## src/rtl/rootmap_pkg.sv

```systemverilog
// Shared definitions for the guest-to-shadow root pointer cache.
// Assumes: the management opcode is two bits wide.
package rootmap_pkg;
    typedef enum logic [1:0] {
        MG_NONE      = 2'd0,
        MG_INSTALL   = 2'd1,
        MG_DROP      = 2'd2,
        MG_FLUSH_ALL = 2'd3
    } mg_op_e;
endpackage

```

## src/rtl/rootmap_match.sv

```systemverilog
// Fully associative tag comparison over all slots.
// Produces a per-slot hit vector, a hit flag and the encoded index of the hit.
// Assumes: at most one valid slot holds any given key (kept so by the top).
module rootmap_match #(
    parameter int unsigned NUM_ENTRIES = 8,
    parameter int unsigned PTR_W       = 40,
    localparam int unsigned IDX_W      = (NUM_ENTRIES > 1) ? $clog2(NUM_ENTRIES) : 1
) (
    input  logic [NUM_ENTRIES-1:0]            ent_valid,
    input  logic [NUM_ENTRIES-1:0][PTR_W-1:0] ent_guest,
    input  logic [PTR_W-1:0]                  key,
    output logic [NUM_ENTRIES-1:0]            hit_vec,
    output logic                              hit,
    output logic [IDX_W-1:0]                  hit_idx
);
    // One comparator per slot.
    for (genvar i = 0; i < NUM_ENTRIES; i++) begin : g_cmp
        assign hit_vec[i] = ent_valid[i] && (ent_guest[i] == key);
    end

    assign hit = |hit_vec;

    // Encode the hit vector into a slot index.
    always_comb begin
        hit_idx = '0;
        for (int i = 0; i < NUM_ENTRIES; i++) begin
            if (hit_vec[i]) hit_idx = IDX_W'(i);
        end
    end
endmodule

```

## src/rtl/rootmap_alloc.sv

```systemverilog
// Chooses the slot for a new guest value: the lowest empty slot, or the
// round-robin victim when all slots are valid.
// Assumes: advance is raised only for an install that replaces a valid slot.
module rootmap_alloc #(
    parameter int unsigned NUM_ENTRIES = 8,
    localparam int unsigned IDX_W      = (NUM_ENTRIES > 1) ? $clog2(NUM_ENTRIES) : 1
) (
    input  logic                   clk,
    input  logic                   rst_n,
    input  logic [NUM_ENTRIES-1:0] ent_valid,
    input  logic                   advance,
    output logic                   full,
    output logic [IDX_W-1:0]       slot_idx
);
    localparam logic [IDX_W-1:0] LAST_IDX = IDX_W'(NUM_ENTRIES - 1);

    logic [IDX_W-1:0] rr_ptr;
    logic [IDX_W-1:0] free_idx;

    assign full = &ent_valid;

    // Find the lowest-numbered empty slot.
    always_comb begin
        free_idx = '0;
        for (int i = NUM_ENTRIES - 1; i >= 0; i--) begin
            if (!ent_valid[i]) free_idx = IDX_W'(i);
        end
    end

    // Step the round-robin victim pointer after each replacement.
    always_ff @(posedge clk) begin
        if (!rst_n)        rr_ptr <= '0;
        else if (advance)  rr_ptr <= (rr_ptr == LAST_IDX) ? '0 : rr_ptr + 1'b1;
    end

    assign slot_idx = full ? rr_ptr : free_idx;

    // each replacement moves the pointer on by one, wrapping at the end.
    assert_rr_step_R7: assert property (@(posedge clk) disable iff (!rst_n)
        advance |=> (rr_ptr == (($past(rr_ptr) == LAST_IDX) ? '0 : $past(rr_ptr) + 1'b1)));

    // with room left, the chosen slot is an empty one.
    assert_slot_free_R6: assert property (@(posedge clk) disable iff (!rst_n)
        !full |-> !ent_valid[slot_idx]);
endmodule

```

## src/rtl/rootmap_store.sv

```systemverilog
// Slot storage: a valid bit, a guest value and a shadow value per slot.
// Flush wins over a write and a clear in the same cycle.
// Assumes: wr_idx and clr_idx are below NUM_ENTRIES.
module rootmap_store #(
    parameter int unsigned NUM_ENTRIES = 8,
    parameter int unsigned PTR_W       = 40,
    localparam int unsigned IDX_W      = (NUM_ENTRIES > 1) ? $clog2(NUM_ENTRIES) : 1
) (
    input  logic                              clk,
    input  logic                              rst_n,
    input  logic                              wr_en,
    input  logic [IDX_W-1:0]                  wr_idx,
    input  logic [PTR_W-1:0]                  wr_guest,
    input  logic [PTR_W-1:0]                  wr_shadow,
    input  logic                              clr_en,
    input  logic [IDX_W-1:0]                  clr_idx,
    input  logic                              flush,
    output logic [NUM_ENTRIES-1:0]            ent_valid,
    output logic [NUM_ENTRIES-1:0][PTR_W-1:0] ent_guest,
    output logic [NUM_ENTRIES-1:0][PTR_W-1:0] ent_shadow
);
    for (genvar i = 0; i < NUM_ENTRIES; i++) begin : g_slot
        logic sel_wr;
        logic sel_clr;
        assign sel_wr  = wr_en  && (wr_idx  == IDX_W'(i));
        assign sel_clr = clr_en && (clr_idx == IDX_W'(i));

        // Maintain the valid bit of this slot.
        always_ff @(posedge clk) begin
            if (!rst_n || flush) ent_valid[i] <= 1'b0;
            else if (sel_wr)     ent_valid[i] <= 1'b1;
            else if (sel_clr)    ent_valid[i] <= 1'b0;
        end

        // Capture the pointer pair of this slot on a write.
        always_ff @(posedge clk) begin
            if (sel_wr) begin
                ent_guest[i]  <= wr_guest;
                ent_shadow[i] <= wr_shadow;
            end
        end
    end

    // a flush leaves no slot valid.
    assert_flush_clears_R9: assert property (@(posedge clk) disable iff (!rst_n)
        flush |=> (ent_valid == '0));
endmodule

```

## src/rtl/rootmap_cache.sv

```systemverilog
// Guest-to-shadow root pointer cache (top).
// Searches the slots on a guest root write. A hit loads the shadow root
// register, a miss raises a trap request; both results come one cycle later.
// The hypervisor installs, drops and flushes pairs through the management port.
// Assumes: a lookup and a command in the same cycle both use the pre-edge contents.
module rootmap_cache #(
    parameter int unsigned NUM_ENTRIES = 8,
    parameter int unsigned PTR_W       = 40,
    localparam int unsigned IDX_W      = (NUM_ENTRIES > 1) ? $clog2(NUM_ENTRIES) : 1
) (
    input  logic             clk,
    input  logic             rst_n,
    input  logic             mg_valid,
    input  logic [1:0]       mg_op,
    input  logic [PTR_W-1:0] mg_guest,
    input  logic [PTR_W-1:0] mg_shadow,
    input  logic             cs_valid,
    input  logic [PTR_W-1:0] cs_guest,
    output logic [PTR_W-1:0] shadow_root,
    output logic             shadow_load,
    output logic             trap_req
);
    import rootmap_pkg::*;

    logic [NUM_ENTRIES-1:0]            ent_valid;
    logic [NUM_ENTRIES-1:0][PTR_W-1:0] ent_guest;
    logic [NUM_ENTRIES-1:0][PTR_W-1:0] ent_shadow;

    logic [NUM_ENTRIES-1:0] lk_vec, mg_vec;
    logic                   lk_hit, mg_hit;
    logic [IDX_W-1:0]       lk_idx, mg_idx;
    logic                   full;
    logic [IDX_W-1:0]       slot_idx;

    mg_op_e op;
    logic   do_install, do_drop, do_flush, do_evict;

    assign op         = mg_op_e'(mg_op);
    assign do_install = mg_valid && (op == MG_INSTALL);
    assign do_drop    = mg_valid && (op == MG_DROP);
    assign do_flush   = mg_valid && (op == MG_FLUSH_ALL);
    assign do_evict   = do_install && !mg_hit && full;

    rootmap_match #(.NUM_ENTRIES(NUM_ENTRIES), .PTR_W(PTR_W)) u_lookup_match (
        .ent_valid (ent_valid),
        .ent_guest (ent_guest),
        .key       (cs_guest),
        .hit_vec   (lk_vec),
        .hit       (lk_hit),
        .hit_idx   (lk_idx)
    );

    rootmap_match #(.NUM_ENTRIES(NUM_ENTRIES), .PTR_W(PTR_W)) u_mgmt_match (
        .ent_valid (ent_valid),
        .ent_guest (ent_guest),
        .key       (mg_guest),
        .hit_vec   (mg_vec),
        .hit       (mg_hit),
        .hit_idx   (mg_idx)
    );

    rootmap_alloc #(.NUM_ENTRIES(NUM_ENTRIES)) u_alloc (
        .clk       (clk),
        .rst_n     (rst_n),
        .ent_valid (ent_valid),
        .advance   (do_evict),
        .full      (full),
        .slot_idx  (slot_idx)
    );

    rootmap_store #(.NUM_ENTRIES(NUM_ENTRIES), .PTR_W(PTR_W)) u_store (
        .clk        (clk),
        .rst_n      (rst_n),
        .wr_en      (do_install),
        .wr_idx     (mg_hit ? mg_idx : slot_idx),
        .wr_guest   (mg_guest),
        .wr_shadow  (mg_shadow),
        .clr_en     (do_drop && mg_hit),
        .clr_idx    (mg_idx),
        .flush      (do_flush),
        .ent_valid  (ent_valid),
        .ent_guest  (ent_guest),
        .ent_shadow (ent_shadow)
    );

    // Register the lookup result and load the shadow root on a hit.
    always_ff @(posedge clk) begin
        if (!rst_n) begin
            shadow_root <= '0;
            shadow_load <= 1'b0;
            trap_req    <= 1'b0;
        end else begin
            shadow_load <= cs_valid && lk_hit;
            trap_req    <= cs_valid && !lk_hit;
            if (cs_valid && lk_hit) shadow_root <= ent_shadow[lk_idx];
        end
    end

    // in-place update keeps every guest value in at most one slot.
    assert_single_lookup_hit_R5: assert property (@(posedge clk) disable iff (!rst_n)
        $onehot0(lk_vec));
    assert_single_mgmt_hit_R5: assert property (@(posedge clk) disable iff (!rst_n)
        $onehot0(mg_vec));

    // every lookup is answered in the next cycle.
    assert_lookup_answered_R2: assert property (@(posedge clk) disable iff (!rst_n)
        cs_valid |=> (shadow_load || trap_req));

    // hit and trap never coincide, and a miss keeps the root.
    assert_load_trap_excl_R3: assert property (@(posedge clk) disable iff (!rst_n)
        !(shadow_load && trap_req));
    assert_miss_keeps_root_R3: assert property (@(posedge clk) disable iff (!rst_n)
        trap_req |-> $stable(shadow_root));

    // without a lookup, nothing is signalled.
    assert_idle_quiet_R4: assert property (@(posedge clk) disable iff (!rst_n)
        !cs_valid |=> (!shadow_load && !trap_req));

    // an installed value is present in the next cycle unless flushed.
    assert_install_lands_R10: assert property (@(posedge clk) disable iff (!rst_n)
        do_install |=> ent_valid[$past(mg_hit ? mg_idx : slot_idx)]);
endmodule

```

## config.mk

```make
export PLATFORM = sky130hd
export DESIGN_NAME = rootmap_cache
export DESIGN_NICKNAME = d
export VERILOG_FILES = /design/src/rtl/rootmap_pkg.sv /design/src/rtl/rootmap_match.sv /design/src/rtl/rootmap_alloc.sv /design/src/rtl/rootmap_store.sv /design/src/rtl/rootmap_cache.sv
export SDC_FILE = /design/constraint.sdc
export NUM_CORES = 2
export LEC_CHECK = 0
export BUFFER_PORTS_ARGS = -buffer_cell sky130_fd_sc_hd__buf_2
export CELL_PAD_IN_SITES_DETAIL_PLACEMENT = 2
export CELL_PAD_IN_SITES_GLOBAL_PLACEMENT = 2
export CORE_ASPECT_RATIO = 1.25
export CORE_MARGIN = 2
export CORE_UTILIZATION = 48
export DETAILED_ROUTE_END_ITERATION = 10
export GPL_ROUTABILITY_DRIVEN = 0
export MAX_ROUTING_LAYER = met4
export PLACE_DENSITY = 0.93
export REMOVE_ABC_BUFFERS = 1
export SYNTH_ARGS = -nofsm -noshare
export SYNTH_HDL_FRONTEND = slang
export SYNTH_HIERARCHICAL = 1
export SYNTH_SLANG_ARGS = --single-unit
```

## constraint.sdc

```tcl
create_clock -name clk -period 14.8 [get_ports clk]
set_input_delay 0.74 -clock clk [delete_from_list [all_inputs] [get_ports clk]]
set_output_delay 0.74 -clock clk [all_outputs]
set_load 0.1 [all_outputs]
```

==> metrics.yaml <==
ys_warn_count: 6
endpoint_kind: "flip-flop"
setup_viol: 0
start_util_pct: 48.4
r2r_start: "u_store/ent_guest[176]$_DFFE_PP_"
r2r_cells: 11
critPathKind: "input port to flip-flop"
power.density_mw_per_mm2: 121
overflow: 0
drive_gt1_share_pct: 13.4
crit_chain: "buf_2, xor2_1, nor4_1, nand4_1, nor4_1, nor2_1, nand2_1, or4b_1, mux2_2, nand4bb_1, inv_4, buf_4"
hold_depth: 1
postRouteAntennaNets: 0
crit_top_cell: "nor4_1"
ir_drop_v: 0.000120
clock-root-buffer: "clkbuf_16"
cts_tree: "built"
worstMarginPinSlew_ns: 1.29
synth_area_mm2: 0.0317
area_delta_synth_final_pct: 11.7
cp_max_fo: 51
grt_max_degree: 73
die_w_um: 234
period_minus_slack_ns: 6.23
synth_top_area_share_pct: 60.7
wl_um: 121000
finalInstanceArea_mm2: 0.0353
ys_types: 57
grt_most_used_layer: "met2"
slew_violations: 0
viasPerCell: 6.43
antenna_found_initial: 8
vias: 20723
clk_pin_slew_worst_paths_ns: 0.06
seq_area_mm2: 0.0203
synth_top_area_cell: "edfxtp_1"
cpPeakStageDelay_ns: 0.89
ys.flop_type: "edfxtp_1"
h-tree-depth: 3
wl_per_cell_um: 37.5
grt_usage_pct: 36.6
synth_common_cells: "640 x edfxtp_1, 414 x xor2_1, 208 x xnor2_1"
reg2reg_to: "u_store/ent_guest[182]$_DFFE_PP_"
dp_slack_ns: 8.28
dpl_cell_area_mm2: 0.0329
period_share_pct: 42.1
grt_pass1_vias: 22918
synth-seq-area-share_pct: 64.1
syn_inst: 2175
hold_class: "input port to flip-flop"
cp-start-kind: "input port"
row_count: 105
rrSetupSlack_ns: 8.78
clock_sinks: 693
cts_buffers: 72
drc_errors: 0
status: "finished, final reports clean"
clockBufferDepth: 3
relSlewSlack_pct: 13.5
core-area_mm2: 0.0654
async_reset_ff_share_pct: 0
postCtsHoldBufs: 0
crit_arrival_ns: 6.47
grt_setup_unrepaired: "false"
use_met3_pct: 6.96
synth_edf_count: 640
firstDrtPassIters: 5
dp_hpwl_um: 74300
grt_pass1_wl_um: 171000
cp_data_required_time_ns: 15.04
synth.most_common_cell: "edfxtp_1"
finalHoldViolations: 0
slowest_stage: "buf_4"
drt_iter0_markers: 2258
syn_avg_cell_area_um2: 14.6
drv_cap: 0
cts_resized: 0
clk-insertion-delay-late_ns: 0.65
yosys-top-cells-area: "edfxtp_1 61%, xor2_1 11%, xnor2_1 5.8%, mux2i_1 5.2%, dfxtp_1 3.4%"
min_from: "mg_shadow[3]"
post-cts-setup-buffer-count: 0
num_io_pins: 168
p_leak_nw: 11.5
utilization_pct: 54.0
portBuffers: 167
multi_input_area_mm2: 0.0105
synth-seq-cells: 693
die_h_um: 291
fillers: 5914
fin_tns_setup_ns: 0
finClkSkew_ns: 0.0376
use_met2_pct: 60.0
max_freq_mhz: 161
dieArea_mm2: 0.0680
fin_ws_ns: 8.57
finalNetCount: 2434
use_met1_pct: 41.0
hold_end: "u_store/ent_shadow[43]$_DFFE_PP_"
-- final cells by class --
type / instances / share of cell area, %
Clock buffer: 91 / 5.54
Clock inverter: 38 / 1.19
Multi-Input combinational cell: 1325 / 29.7
Timing Repair Buffer: 186 / 2.77
Inverter: 28 / 0.354
Sequential cell: 693 / 57.4
Tap cell: 856 / 3.03
Antenna cell: 8 / 0.0566
-- power by group --
group	leakage (nW)	internal (mW)	switching, mW
Clock	1.16	1.07	0.827
Combinational	4.19	0.0666	0.181
Sequential	6.19	2.15	0.00579
-- how the worst max path moves through the flow --
stage	slack (ns)	startpoint	endpoint
2_1_floorplan	1.31	cs_guest[37]	shadow_root[23]$_SDFFE_PN0P_
6_report	8.57	mg_guest[37]	u_store/ent_guest[182]$_DFFE_PP_
3_5_place_dp	8.28	mg_guest[37]	u_store/ent_guest[34]$_DFFE_PP_
4_1_cts	8.88	mg_guest[37]	u_store/ent_shadow[12]$_DFFE_PP_
3_3_place_gp	8.73	mg_guest[35]	u_store/ent_shadow[15]$_DFFE_PP_
5_1_grt	8.57	mg_guest[37]	u_store/ent_guest[15]$_DFFE_PP_
-- flip-flops by register name, summed over array words and instances, names as in the netlist --
| register | flops |
|---|---|
| shadow_load | 1 |
| shadow_root | 40 |
| trap_req | 1 |
| u_alloc/rr_ptr | 3 |
| u_store/ent_guest | 320 |
| u_store/ent_shadow | 320 |
| u_store/ent_valid | 8 |
-- cell families (layout without fill, tap and decap cells) --
group | after synthesis | count (layout) | synth area share [%]
DFF | 693 | 693 | 64.1
xor gates and xnor gates | 624 | 624 | 17.3
and+or+nand+nor | 335 | 335 | 6.32
AOI/OAI and AO/OA | 198 | 198 | 4.06
muxes | 166 | 166 | 5.26
buffers and inverters | 157 | 343 | 2.91
adders and majority gates | 2 | 2 | 0.0790
other | 0 | 8 | 0
-- routing by layer --
layer / part of all wire, % / vias to the layer above
li1: - / 8314
met4: 7.5 / 0
met5: 0 / -
met2: 49 / 1215
met3: 7.4 / 435
met1: 36 / 10759
-- worst max-delay path: cells and delay by family --
family | cells | cell delay [ns]
AND/OR/NAND/NOR | 7 | 3.03
multiplexers | 1 | 0.43
XOR/XNOR | 1 | 0.16
buffers and inverters | 3 | 1.88
-- through the flow --
| step | hold WS, ns | cells | power, mW |
|---|---|---|---|
| global placement | 0.503 | 3088 | 2.40 |
| CTS | 0.358 | 3217 | 4.31 |
| global route | 0.382 | 3225 | 4.38 |
| finish | 0.384 | 3225 | 4.29 |
| floorplan | 0.510 | 2046 | 2.28 |
| detailed placement | 0.525 | 3088 | 2.43 |
-- cells in the final DEF, fill, tap and decap left out, types with 10 or more instances in the layout --
cell type  Yosys  layout
clkinv_2       0      10
buf_2         71     167
xnor2_1      208     208
clkbuf_1      26      14
a22oi_1       82      82
mux2i_1      163     163
edfxtp_1     640     640
a21oi_1       44      44
nand4_1       59      59
clkbuf_16      0      75
nand2_1       16      15
nor4_1       110     109
nand3_1       28      28
xor2_1       414     414
buf_4          9      19
nor2_1        51      50
o21ai_0       41      41
inv_1         28      20
clkinv_1       0      12
nor3_1        14      14
dfxtp_1       53      53
Note: power is estimated with default switching activity, not from simulation.
